<file path="src/rtl/spi_regfront.sv">
module spi_regfront #(
  parameter int          DEPTH    = 64,
  parameter logic [31:0] DC_RESET = 32'h3020_1020
) (
  input  logic        clk,
  input  logic        rst_n,
  input  logic        bus_valid,
  input  logic        bus_write,
  input  logic [4:0]  bus_addr,
  input  logic [31:0] bus_wdata,
  output logic [31:0] bus_rdata,
  output logic        tx_valid,
  output logic [7:0]  tx_byte,
  input  logic        tx_pop,
  input  logic        rx_push,
  input  logic [7:0]  rx_byte,
  output logic        rx_full,
  input  logic        eng_busy,
  input  logic        frame_end,
  output logic        run,
  output logic        cpol,
  output logic        cpha,
  output logic [1:0]  cs_sel,
  output logic        cs_pol_all,
  output logic [2:0]  cs_pol_line,
  output logic        ren,
  output logic        dma_en,
  output logic [15:0] clk_div,
  output logic [15:0] xfer_len,
  output logic [31:0] dma_thresh,
  output logic        irq
);
  localparam int AW      = $clog2(DEPTH);
  localparam int CW      = AW + 1;
  localparam int RXR_LVL = (3 * DEPTH) / 4;
  localparam logic [4:0] A_CTRL = 5'h00;
  localparam logic [4:0] A_FIFO = 5'h04;
  localparam logic [4:0] A_DIV  = 5'h08;
  localparam logic [4:0] A_LEN  = 5'h0C;
  localparam logic [4:0] A_DC   = 5'h14;

  logic          int_done_en, int_rx_en;
  logic [7:0]    tx_mem [DEPTH];
  logic [7:0]    rx_mem [DEPTH];
  logic [AW-1:0] tx_wp, tx_rp, rx_wp, rx_rp;
  logic [CW-1:0] tx_cnt, rx_cnt;

  wire wr_ctrl = bus_valid & bus_write & (bus_addr == A_CTRL);
  wire wr_fifo = bus_valid & bus_write & (bus_addr == A_FIFO);
  wire rd_fifo = bus_valid & ~bus_write & (bus_addr == A_FIFO);
  wire ctl_load = wr_ctrl | (wr_fifo & ~run);
  wire clr_tx = ctl_load & bus_wdata[4];
  wire clr_rx = ctl_load & bus_wdata[5];

  wire tx_empty = (tx_cnt == '0);
  wire tx_full  = (tx_cnt == CW'(DEPTH));
  wire rx_empty = (rx_cnt == '0);
  wire rxf      = (rx_cnt == CW'(DEPTH));

  wire push_tx = wr_fifo & run & ~tx_full;
  wire pop_tx  = tx_pop & tx_valid;
  wire push_rx = rx_push & ~rxf;
  wire pop_rx  = rd_fifo & ~rx_empty;

  wire st_done = run & tx_empty & ~eng_busy;
  wire st_rxr  = run & (rx_cnt >= CW'(RXR_LVL));

  assign tx_valid = run & ~tx_empty;
  assign tx_byte  = tx_mem[tx_rp];
  assign rx_full  = rxf;
  assign irq      = (int_rx_en & st_rxr) | (int_done_en & st_done);

  always_ff @(posedge clk or negedge rst_n) begin
    if (!rst_n) begin
      run         <= 1'b0;
      cpol        <= 1'b0;
      cpha        <= 1'b0;
      cs_sel      <= 2'd0;
      cs_pol_all  <= 1'b0;
    end else begin
      if (ctl_load) begin
        cs_sel     <= bus_wdata[1:0];
        cpha       <= bus_wdata[2];
        cpol       <= bus_wdata[3];
        cs_pol_all <= bus_wdata[6];
      end
      if (frame_end)     run <= 1'b0;
      else if (ctl_load) run <= bus_wdata[7];
    end
  end

  always_ff @(posedge clk or negedge rst_n) begin
    if (!rst_n) begin
      dma_en      <= 1'b0;
      int_done_en <= 1'b0;
      int_rx_en   <= 1'b0;
      ren         <= 1'b1;
      cs_pol_line <= 3'd0;
      clk_div     <= 16'd0;
      xfer_len    <= 16'd0;
      dma_thresh  <= DC_RESET;
    end else begin
      if (wr_ctrl) begin
        dma_en      <= bus_wdata[8];
        int_done_en <= bus_wdata[9];
        int_rx_en   <= bus_wdata[10];
        ren         <= bus_wdata[12];
        cs_pol_line <= bus_wdata[23:21];
      end
      if (wr_fifo & ~run)
        xfer_len <= bus_wdata[31:16];
      if (bus_valid & bus_write & (bus_addr == A_LEN))
        xfer_len <= bus_wdata[15:0];
      if (bus_valid & bus_write & (bus_addr == A_DIV))
        clk_div <= bus_wdata[15:0];
      if (bus_valid & bus_write & (bus_addr == A_DC))
        dma_thresh <= bus_wdata;
    end
  end

  always_ff @(posedge clk or negedge rst_n) begin
    if (!rst_n) begin
      tx_wp  <= '0;
      tx_rp  <= '0;
      tx_cnt <= '0;
    end else if (clr_tx) begin
      tx_wp  <= '0;
      tx_rp  <= '0;
      tx_cnt <= '0;
    end else begin
      if (push_tx) tx_wp <= tx_wp + 1'b1;
      if (pop_tx)  tx_rp <= tx_rp + 1'b1;
      if (push_tx & ~pop_tx)      tx_cnt <= tx_cnt + 1'b1;
      else if (pop_tx & ~push_tx) tx_cnt <= tx_cnt - 1'b1;
    end
  end

  always_ff @(posedge clk or negedge rst_n) begin
    if (!rst_n) begin
      rx_wp  <= '0;
      rx_rp  <= '0;
      rx_cnt <= '0;
    end else if (clr_rx) begin
      rx_wp  <= '0;
      rx_rp  <= '0;
      rx_cnt <= '0;
    end else begin
      if (push_rx) rx_wp <= rx_wp + 1'b1;
      if (pop_rx)  rx_rp <= rx_rp + 1'b1;
      if (push_rx & ~pop_rx)      rx_cnt <= rx_cnt + 1'b1;
      else if (pop_rx & ~push_rx) rx_cnt <= rx_cnt - 1'b1;
    end
  end

  always_ff @(posedge clk) begin
    if (push_tx) tx_mem[tx_wp] <= bus_wdata[7:0];
    if (push_rx) rx_mem[rx_wp] <= rx_byte;
  end

  always_comb begin
    bus_rdata = 32'd0;
    case (bus_addr)
      A_CTRL: begin
        bus_rdata[1:0]   = cs_sel;
        bus_rdata[2]     = cpha;
        bus_rdata[3]     = cpol;
        bus_rdata[6]     = cs_pol_all;
        bus_rdata[7]     = run;
        bus_rdata[8]     = dma_en;
        bus_rdata[9]     = int_done_en;
        bus_rdata[10]    = int_rx_en;
        bus_rdata[12]    = ren;
        bus_rdata[16]    = st_done;
        bus_rdata[17]    = ~rx_empty;
        bus_rdata[18]    = ~tx_full;
        bus_rdata[19]    = st_rxr;
        bus_rdata[20]    = rxf;
        bus_rdata[23:21] = cs_pol_line;
      end
      A_FIFO:  bus_rdata = rx_empty ? 32'd0 : {24'd0, rx_mem[rx_rp]};
      A_DIV:   bus_rdata = {16'd0, clk_div};
      A_LEN:   bus_rdata = {16'd0, xfer_len};
      A_DC:    bus_rdata = dma_thresh;
      default: bus_rdata = 32'd0;
    endcase
  end

  p_idle_write_keeps_tx_r3: assert property (@(posedge clk) disable iff (!rst_n)
    (wr_fifo && !run && !bus_wdata[4] && !pop_tx) |=> $stable(tx_cnt));

  p_clear_tx_r4: assert property (@(posedge clk) disable iff (!rst_n)
    (ctl_load && bus_wdata[4]) |=> !tx_valid);

  p_push_clears_done_r7: assert property (@(posedge clk) disable iff (!rst_n)
    (wr_fifo && run && !tx_full && !frame_end) |=> !st_done);

  p_irq_idle_r9: assert property (@(posedge clk) disable iff (!rst_n)
    !run |-> !irq);

  p_frame_end_r10: assert property (@(posedge clk) disable iff (!rst_n)
    frame_end |=> !run);

  p_rx_no_overflow_r12: assert property (@(posedge clk) disable iff (!rst_n)
    (rxf && rx_push && !pop_rx && !clr_rx) |=> (rxf && $stable(rx_wp)));
endmodule

</file>
<file path="config.mk">
export PLATFORM = sky130hd
export DESIGN_NAME = spi_regfront
export DESIGN_NICKNAME = d
export VERILOG_FILES = /design/src/rtl/spi_regfront.sv
export SDC_FILE = /design/constraint.sdc
export NUM_CORES = 1
export LEC_CHECK = 0
export BUFFER_PORTS_ARGS = -buffer_cell sky130_fd_sc_hd__buf_2
export CELL_PAD_IN_SITES_DETAIL_PLACEMENT = 0
export CELL_PAD_IN_SITES_GLOBAL_PLACEMENT = 2
export CORE_AREA = 4 4 275 331
export DETAILED_ROUTE_END_ITERATION = 7
export DIE_AREA = 0 0 279 335
export PLACE_DENSITY = 0.95
export SLEW_MARGIN = 20
export SYNTH_ARGS = -nofsm -noshare
export SYNTH_HDL_FRONTEND = slang
export SYNTH_SLANG_ARGS = --single-unit
</file>
<file path="constraint.sdc">
create_clock -name clk -period 9.9 [get_ports clk]
set_input_delay 0.495 -clock clk [delete_from_list [all_inputs] [get_ports clk]]
set_output_delay 0.495 -clock clk [all_outputs]
set_load 0.005 [all_outputs]
</file>
==> results of run 1 <==
==> sequential cells by signal, indices dropped and copies added (netlist names) <==
register     cells
cs_pol_line      3
tx_mem         512
dma_en           1
clk_div         16
tx_wp            6
rx_wp            6
tx_rp            6
dma_thresh      32
rx_cnt           7
xfer_len        16
int_done_en      1
rx_rp            6
tx_cnt           7
cpol             1
cs_sel           2
ren              1
cpha             1
rx_mem         512
cs_pol_all       1
int_rx_en        1
run              1
==> layout make-up <==
class	count	area (um2)
Fill cell	6184	36400
Sequential cell	1139	33700
Multi-Input combinational cell	1076	11200
Clock buffer	147	3060
Tap cell	1149	1440
Timing Repair Buffer	203	1150
Clock inverter	57	671
Inverter	15	56.3
Antenna cell	2	5.00
==> per-stage QoR <==
stage / util, % / instances / worst slack [ns]
2_1_floorplan: - / 2367 / 6.65
3_3_place_gp: 54.2 / 3580 / 5.82
3_5_place_dp: 54.2 / 3580 / 5.74
4_1_cts: 58.5 / 3786 / 5.18
5_1_grt: 58.5 / 3788 / 4.99
6_report: 58.5 / 3788 / 5.16
==> power by group through the flow <==
stage          clock network, mW  registers (mW)  logic [mW]
2_1_floorplan                  0            5.56       0.629
3_3_place_gp                   0            5.62       0.907
3_5_place_dp                   0            5.64       0.930
4_1_cts                     4.32            5.54       0.937
5_1_grt                     4.54            5.55        1.00
6_report                    4.28            5.54       0.932
==> logic make-up (layout without fill, tap and decap cells) <==
logic type / Yosys count / in the layout
fa+ha+maj: 17 / 17
compound gates: 209 / 209
other cells: 0 / 2
xor+xnor: 26 / 26
buf+inv: 152 / 422
simple gates: 395 / 395
flops: 1139 / 1139
mux: 429 / 429
==> routing by layer <==
layer	up-vias	wire length [um]	share of wire [%]	global-route usage, %
li1	9946	-	-	-
met1	12443	40000	37	29.9
met2	1158	55600	52	38.9
met3	228	7710	7.2	4.12
met4	0	3720	3.5	7.10
met5	-	0	0	0
==> worst max-delay path: cells and delay by family, from the launching register on <==
| family | cells | cell delay, ns |
|---|---|---|
| AOI/OAI and AO/OA | 1 | 0.29 |
| buffers and inverters | 2 | 1.04 |
| DFF | 1 | 0.99 |
| muxes | 2 | 0.98 |
| and+or+nand+nor | 1 | 0.15 |
==> layout by cell type, fill, tap and decap left out, drive strengths merged, types with 15 or more instances in the layout <==
cell type  count
edfxtp      1024
mux4         245
nor2         213
buf          201
clkbuf       147
dfrtp        109
mux2i        101
mux2          83
nand2         61
nand3         43
o22ai         35
a21oi         34
clkinv        34
o21ai         32
a22oi         27
inv           20
o221ai        19
a211oi        18
and2          15
ha            15
xnor2         15
==> how the worst max path moves through the flow <==
stage	cells past startpoint	end	slack, ns	from
3_3_place_gp	7	tx_mem[1][2]$_DFFE_PP_	5.82	bus_addr[2]
5_1_grt	7	bus_rdata[4]	4.99	rx_rp[0]$_DFFE_PN0P_
2_1_floorplan	10	tx_cnt[5]$_DFFE_PN0P_	6.65	tx_cnt[0]$_DFFE_PN0P_
4_1_cts	6	tx_byte[3]	5.18	tx_rp[1]$_DFFE_PN0P_
6_report	6	tx_byte[3]	5.16	tx_rp[1]$_DFFE_PN0P_
3_5_place_dp	6	tx_mem[61][6]$_DFFE_PP_	5.74	bus_addr[2]
==> repair_timing <==
item	4_1_cts	5_1_grt
endpoints found under the hold margin	51	0
hold buffers	2	0
setup endpoints to repair	0	0
==> flow_metrics.tcl, run 1 <==
set metrics [dict create \
    grt_overflow 0 \
    fin_nets 2615 \
    setup_viol 0 \
    synth_area_per_cell_um2 19.2 \
    grt_pass1_wl_um 160000 \
    drive_above_1_share_pct 27.5 \
    synth_cell_types 60 \
    pwr-share-comb_pct 8.7 \
    drc 0 \
    fp.dieH_um 335 \
    hp-start "bus_wdata[18]" \
    startpoint_type "register" \
    crit_chain "buf_4 > mux4_2 > mux4_2 > o221ai_1 > nand2_1 > buf_2" \
    dieArea_um2 93500 \
    crit_type "reg2out" \
    drtIter0Drc 2511 \
    cts_resized 0 \
    grt_usage_pct 22.7 \
    numPortBuffers 170 \
    max-cap-violations 0 \
    r2r-end "rx_cnt[6]$_DFFE_PN0P_" \
    ys_seq_elements 1139 \
    power_switching_mw 2.45 \
    slew_viol_final 0 \
    htreeDepth 3 \
    fin_crit_ns 4.74 \
    grt_max_degree 107 \
    synth_xor_area_share_pct 0.535 \
    rows 119 \
    wl_per_cell_um 28.3 \
    slew_headroom_pct 24.9 \
    postCtsSetupRepairBufs 0 \
    cts_tree "done" \
    grt_pass1_vias 24133 \
    endpoint_kind "primary output" \
    drt_first_pass_iters 5 \
    finalWeightedCongestion 0.883 \
    clk_pin_slew_ns 0.06 \
    ys_top_cells_by_area "edfxtp_1 68%, mux4_2 12%, dfrtp_1 6.0%, mux2i_1 2.2%, mux2_2 2.1%" \
    synthTopCellsByCount "1024 x edfxtp_1, 245 x mux4_2, 213 x nor2_1" \
    holdWs_ns 0.0779 \
    yosysTopAreaCell "edfxtp_1" \
    antenna_found_initial 2 \
    wl_um 107000 \
    p_total_mw 10.7 \
    leakagePower_nw 16.8 \
    synth-edff-count 1024 \
    clk_latency_ns 0.68 \
    netlist_area_um2 45400 \
    r2r_setup_slack_ns 6.37 \
    vias_per_cell 6.28 \
    holdPathStages 2 \
    rsz0062_at_grt "no" \
    ys.flop_type "edfxtp_1" \
    critPathSlowestCell "dfrtp_4" \
    path_max_fanout 72 \
    p_int_mw 8.30 \
    finalHoldViolations 0 \
    power_frac_clock_pct 39.8 \
    start_util_pct 51.9 \
    synth_compound_area_share_pct 3.18 \
    skew_ns 0.0269 \
    synthAdderAreaFrac_pct 0.502 \
    fp.dieW_um 279 \
    synth.most_common_cell "edfxtp_1" \
    ff2ff_path_depth 11 \
    synth_top_family_by_area "multiplexers" \
    worst_slew_pin_slew_ns 1.13 \
    dpl_cell_area_um2 47400 \
    min_path_type "in2reg" \
    root_buffer "clkbuf_16" \
    final_area_um2 51200 \
    hpwl_um 65500 \
    vias 23775 \
    synthSimpleGateAreaFrac_pct 3.93 \
    ys_async_sr_fraction_pct 10.1 \
    core_um2 87500 \
    r2r-start "rx_cnt[2]$_DFFE_PN0P_" \
    io_pins 171 \
    muxShareOfSynthArea_pct 16.4 \
    worst_path_most_repeated_cell "mux4_2" \
    ys_seq_area_share_pct 74.1 \
    slowest_delay_ns 0.99 \
    synth_top_area_share_pct 67.7 \
    cts.path.max_buffers 3 \
    p_per_area_nw_per_um2 210 \
    required_ns 9.41 \
    max_freq_mhz 211 \
    numCtsBuffers 110 \
    setup_tns_ns 0 \
    p_sw_share_pct 22.8 \
    ant_nets 0 \
    syn2layout_area_growth_pct 12.7 \
    ir_drop_v 0.000199 \
    period_share_pct 47.9 \
    status "completed" \
    seqPwrFrac_pct 51.5 \
    cts.sinks 1139 \
    syn-num-nets 2437 \
    synth_warnings 0 \
    min_to "dma_thresh[18]$_DFFE_PN0P_" \
    netlist_instances 2367 \
    crit_arrival_ns 4.25 \
]
Note: power is estimated with default switching activity, not from simulation.
==> run 2: changes to the inputs <==
--- a/config.mk
+++ b/config.mk
@@ -5,13 +5,14 @@
 export SDC_FILE = /design/constraint.sdc
 export NUM_CORES = 1
 export LEC_CHECK = 0
+export ABC_AREA = 1
 export BUFFER_PORTS_ARGS = -buffer_cell sky130_fd_sc_hd__buf_2
 export CELL_PAD_IN_SITES_DETAIL_PLACEMENT = 0
 export CELL_PAD_IN_SITES_GLOBAL_PLACEMENT = 2
-export CORE_AREA = 4 4 275 331
+export CORE_AREA = 4 4 330 397
 export DETAILED_ROUTE_END_ITERATION = 7
-export DIE_AREA = 0 0 279 335
-export PLACE_DENSITY = 0.95
+export DIE_AREA = 0 0 334 401
+export PLACE_DENSITY = 0.87
 export SLEW_MARGIN = 20
 export SYNTH_ARGS = -nofsm -noshare
 export SYNTH_HDL_FRONTEND = slang
==> constraint.sdc (replaced) <==
create_clock -name clk -period 4.3 [get_ports clk]
set_input_delay 0.215 -clock clk [delete_from_list [all_inputs] [get_ports clk]]
set_output_delay 0.215 -clock clk [all_outputs]
set_load 0.005 [all_outputs]
==> flow_metrics.tcl, run 2 <==
set metrics [dict create \
    skew_ns 0.0623 \
    grt_pass1_wl_um 201000 \
    place_ws_ns 1.09 \
    start_util_pct 37.9 \
    dp_cells 6044 \
    ys_seq_area_share_pct 70.1 \
    synth_area_per_cell_um2 11.1 \
    max_freq_mhz 264 \
    drtIter0Drc 3190 \
    drive_above_1_share_pct 11.0 \
    cts_resized 0 \
    startpoint_type "register" \
    vias_per_cell 5.14 \
    min_path_type "in2reg" \
    wl_um 134000 \
    r2r-end "tx_mem[60][5]$_DFFE_PP_" \
    required_ns 4.09 \
    grt_use_met1_pct 25.7 \
    synthTopCellsByCount "1024 x edfxtp_1, 1008 x nand2_1, 556 x nor2_1" \
    grt_pass1_vias 31622 \
    synth_warnings 0 \
    synthSimpleGateAreaFrac_pct 17.2 \
    finalWeightedCongestion 0.831 \
    io_pins 171 \
    synth_top_area_share_pct 64.1 \
    use_met2_pct 33.8 \
    drc 0 \
    ff2ff_path_depth 8 \
    finalHoldViolations 0 \
    holdWs_ns 0.0470 \
    dpl_cell_area_um2 50800 \
    grt_util_met3_pct 2.77 \
    syn-num-nets 4405 \
    netlist_instances 4335 \
    synth-edff-count 1024 \
    vias 32387 \
    fin_nets 4602 \
    ys_seq_elements 1139 \
    muxShareOfSynthArea_pct 0.0652 \
    endpoint_kind "primary output" \
    wl_per_cell_um 21.4 \
    holdPathStages 6 \
    fin_util_pct 43.5 \
    fill_cells 11913 \
    ant_nets 0 \
    ys.flop_type "edfxtp_1" \
    syn2layout_area_growth_pct 14.9 \
    max-cap-violations 0 \
    synth.most_common_cell "edfxtp_1" \
    hpwl_um 82800 \
    final_area_um2 55100 \
    grt_max_degree 205 \
    p_total_mw 29.6 \
    crit_chain "inv_1 > buf_4 > o211ai_1 > nand3_1 > a21oi_1 > nand2_1 > nand2_1 > buf_2" \
    cts_tree "done" \
    netlist_area_um2 48000 \
    numPortBuffers 170 \
    worst_slew_pin_slew_ns 1.08 \
    htreeDepth 3 \
    setup_ws_ns 0.512 \
    yosysTopAreaCell "edfxtp_1" \
    slew_viol_final 0 \
    slew_headroom_pct 28.2 \
    r2r_setup_slack_ns 1.22 \
    ys_top_cells_by_area "edfxtp_1 64%, nand2_1 7.9%, dfrtp_1 5.7%, nor2_1 4.3%, nand3_1 4.0%" \
    synth_top_family_by_area "simple AND/OR/NAND/NOR gates" \
    synth_compound_area_share_pct 7.22 \
    antenna_found_initial 3 \
    fin_crit_ns 3.79 \
    synth_cell_types 45 \
    fp.dieW_um 334 \
    slowest_delay_ns 0.84 \
    grt_overflow 0 \
    leakagePower_nw 20.8 \
    r2r-start "tx_cnt[0]$_DFFE_PN0P_" \
    crit_type "reg2out" \
    cts.path.max_buffers 3 \
    layout_commonest_cell "edfxtp_1" \
    min_to "dma_thresh[5]$_DFFE_PN1P_" \
    busiest_layer "met2" \
    cts.sinks 1139 \
    clk_pin_slew_ns 0.07 \
    setup_tns_ns 0 \
    synthAdderAreaFrac_pct 0.475 \
    hp-start "bus_addr[0]" \
    core_um2 127000 \
    drt_first_pass_iters 5 \
    final_cell_mix "1024 x edfxtp_1, 1007 x nand2_1, 554 x nor2_1" \
    crit_arrival_ns 3.57 \
    synth_xor_area_share_pct 0.219 \
    status "completed" \
    dieArea_um2 134000 \
    rows 143 \
    ir_drop_v 0.000423 \
    rsz0062_at_grt "no" \
    reg_top3 "rx_mem x512, tx_mem x512, dma_thresh x32" \
    numCtsBuffers 114 \
    p_per_area_nw_per_um2 537 \
    critPathSlowestCell "dfrtp_1" \
    path_max_fanout 19 \
    setup_viol 0 \
    postCtsSetupRepairBufs 0 \
    period_share_pct 88.1 \
    clk_latency_ns 0.73 \
    worst_path_most_repeated_cell "nand2_1" \
    grt_usage_pct 19.7 \
    fp.dieH_um 401 \
    root_buffer "clkbuf_16" \
    layout.cells.non_filler 6298 \
    ys_async_sr_fraction_pct 10.1 \
]
[run 2: changes by cell type after synthesis, moves of 57 or more]
cell / change
mux2i_1: -99
mux4_2: -245
nand3_1: +338
a21oi_1: +57
o21ai_0: +303
inv_1: +274
mux2_2: -82
o211ai_1: +89
nand2_1: +947
nor2_1: +343
[run 2: power breakdown]
group	switching, mW	internal (mW)
Combinational	4.58	1.83
Clock	4.31	6.15
Sequential	0.305	12.5
Total	9.19	20.4
[run 2: how the worst max path moves through the flow]
stage,from,to,slack (ns),cells after the start
after floorplan,tx_cnt[0]$_DFFE_PN0P_,tx_mem[47][0]$_DFFE_PP_,1.97,8
after global placement,bus_addr[2],tx_mem[20][3]$_DFFE_PP_,1.18,9
after detailed placement,bus_addr[2],tx_mem[4][4]$_DFFE_PP_,1.09,9
after CTS,tx_rp[2]$_DFFE_PN0P_,tx_byte[4],0.51,8
after global routing,tx_rp[2]$_DFFE_PN0P_,tx_byte[4],0.37,8
final,tx_rp[2]$_DFFE_PN0P_,tx_byte[4],0.51,8
[run 2: layout make-up]
| cell class | count | area, um2 | share of cell area [%] |
|---|---|---|---|
| Antenna cell | 1 | 2.50 | 0.00454 |
| Clock buffer | 138 | 3060 | 5.55 |
| Clock inverter | 76 | 915 | 1.66 |
| Inverter | 302 | 1150 | 2.08 |
| Multi-Input combinational cell | 2664 | 12100 | 22.0 |
| Sequential cell | 1139 | 33600 | 61.0 |
| Tap cell | 1667 | 2090 | 3.78 |
| Timing Repair Buffer | 311 | 2160 | 3.91 |
[run 2: kinds of logic after synthesis]
group                    Yosys count
buffers and inverters            532
AO/OA/AOI/OAI                    617
multiplexers                       3
AND/OR/NAND/NOR                 2015
adder cells (fa/ha/maj)           17
XOR/XNOR                          12
flip-flops                      1139
[run 2: metal layers]
metal,up-vias,routed length [um]
met5,-,0
met4,0,4300
met3,193,7410
met2,991,67000
met1,15877,55700
li1,15326,-
[run 2: what timing repair did]
action | 4_1_cts | 5_1_grt
hold buffers | 39 | 0
endpoints found under the hold margin | 152 | 0
setup endpoints to repair | 0 | 0
[run 2: critical path: cells and delay by family, from the launching register on]
family          cells  cell delay, ns
compound gates      2            0.48
simple gates        3            0.43
buf+inv             3            1.07
flops               1            0.84
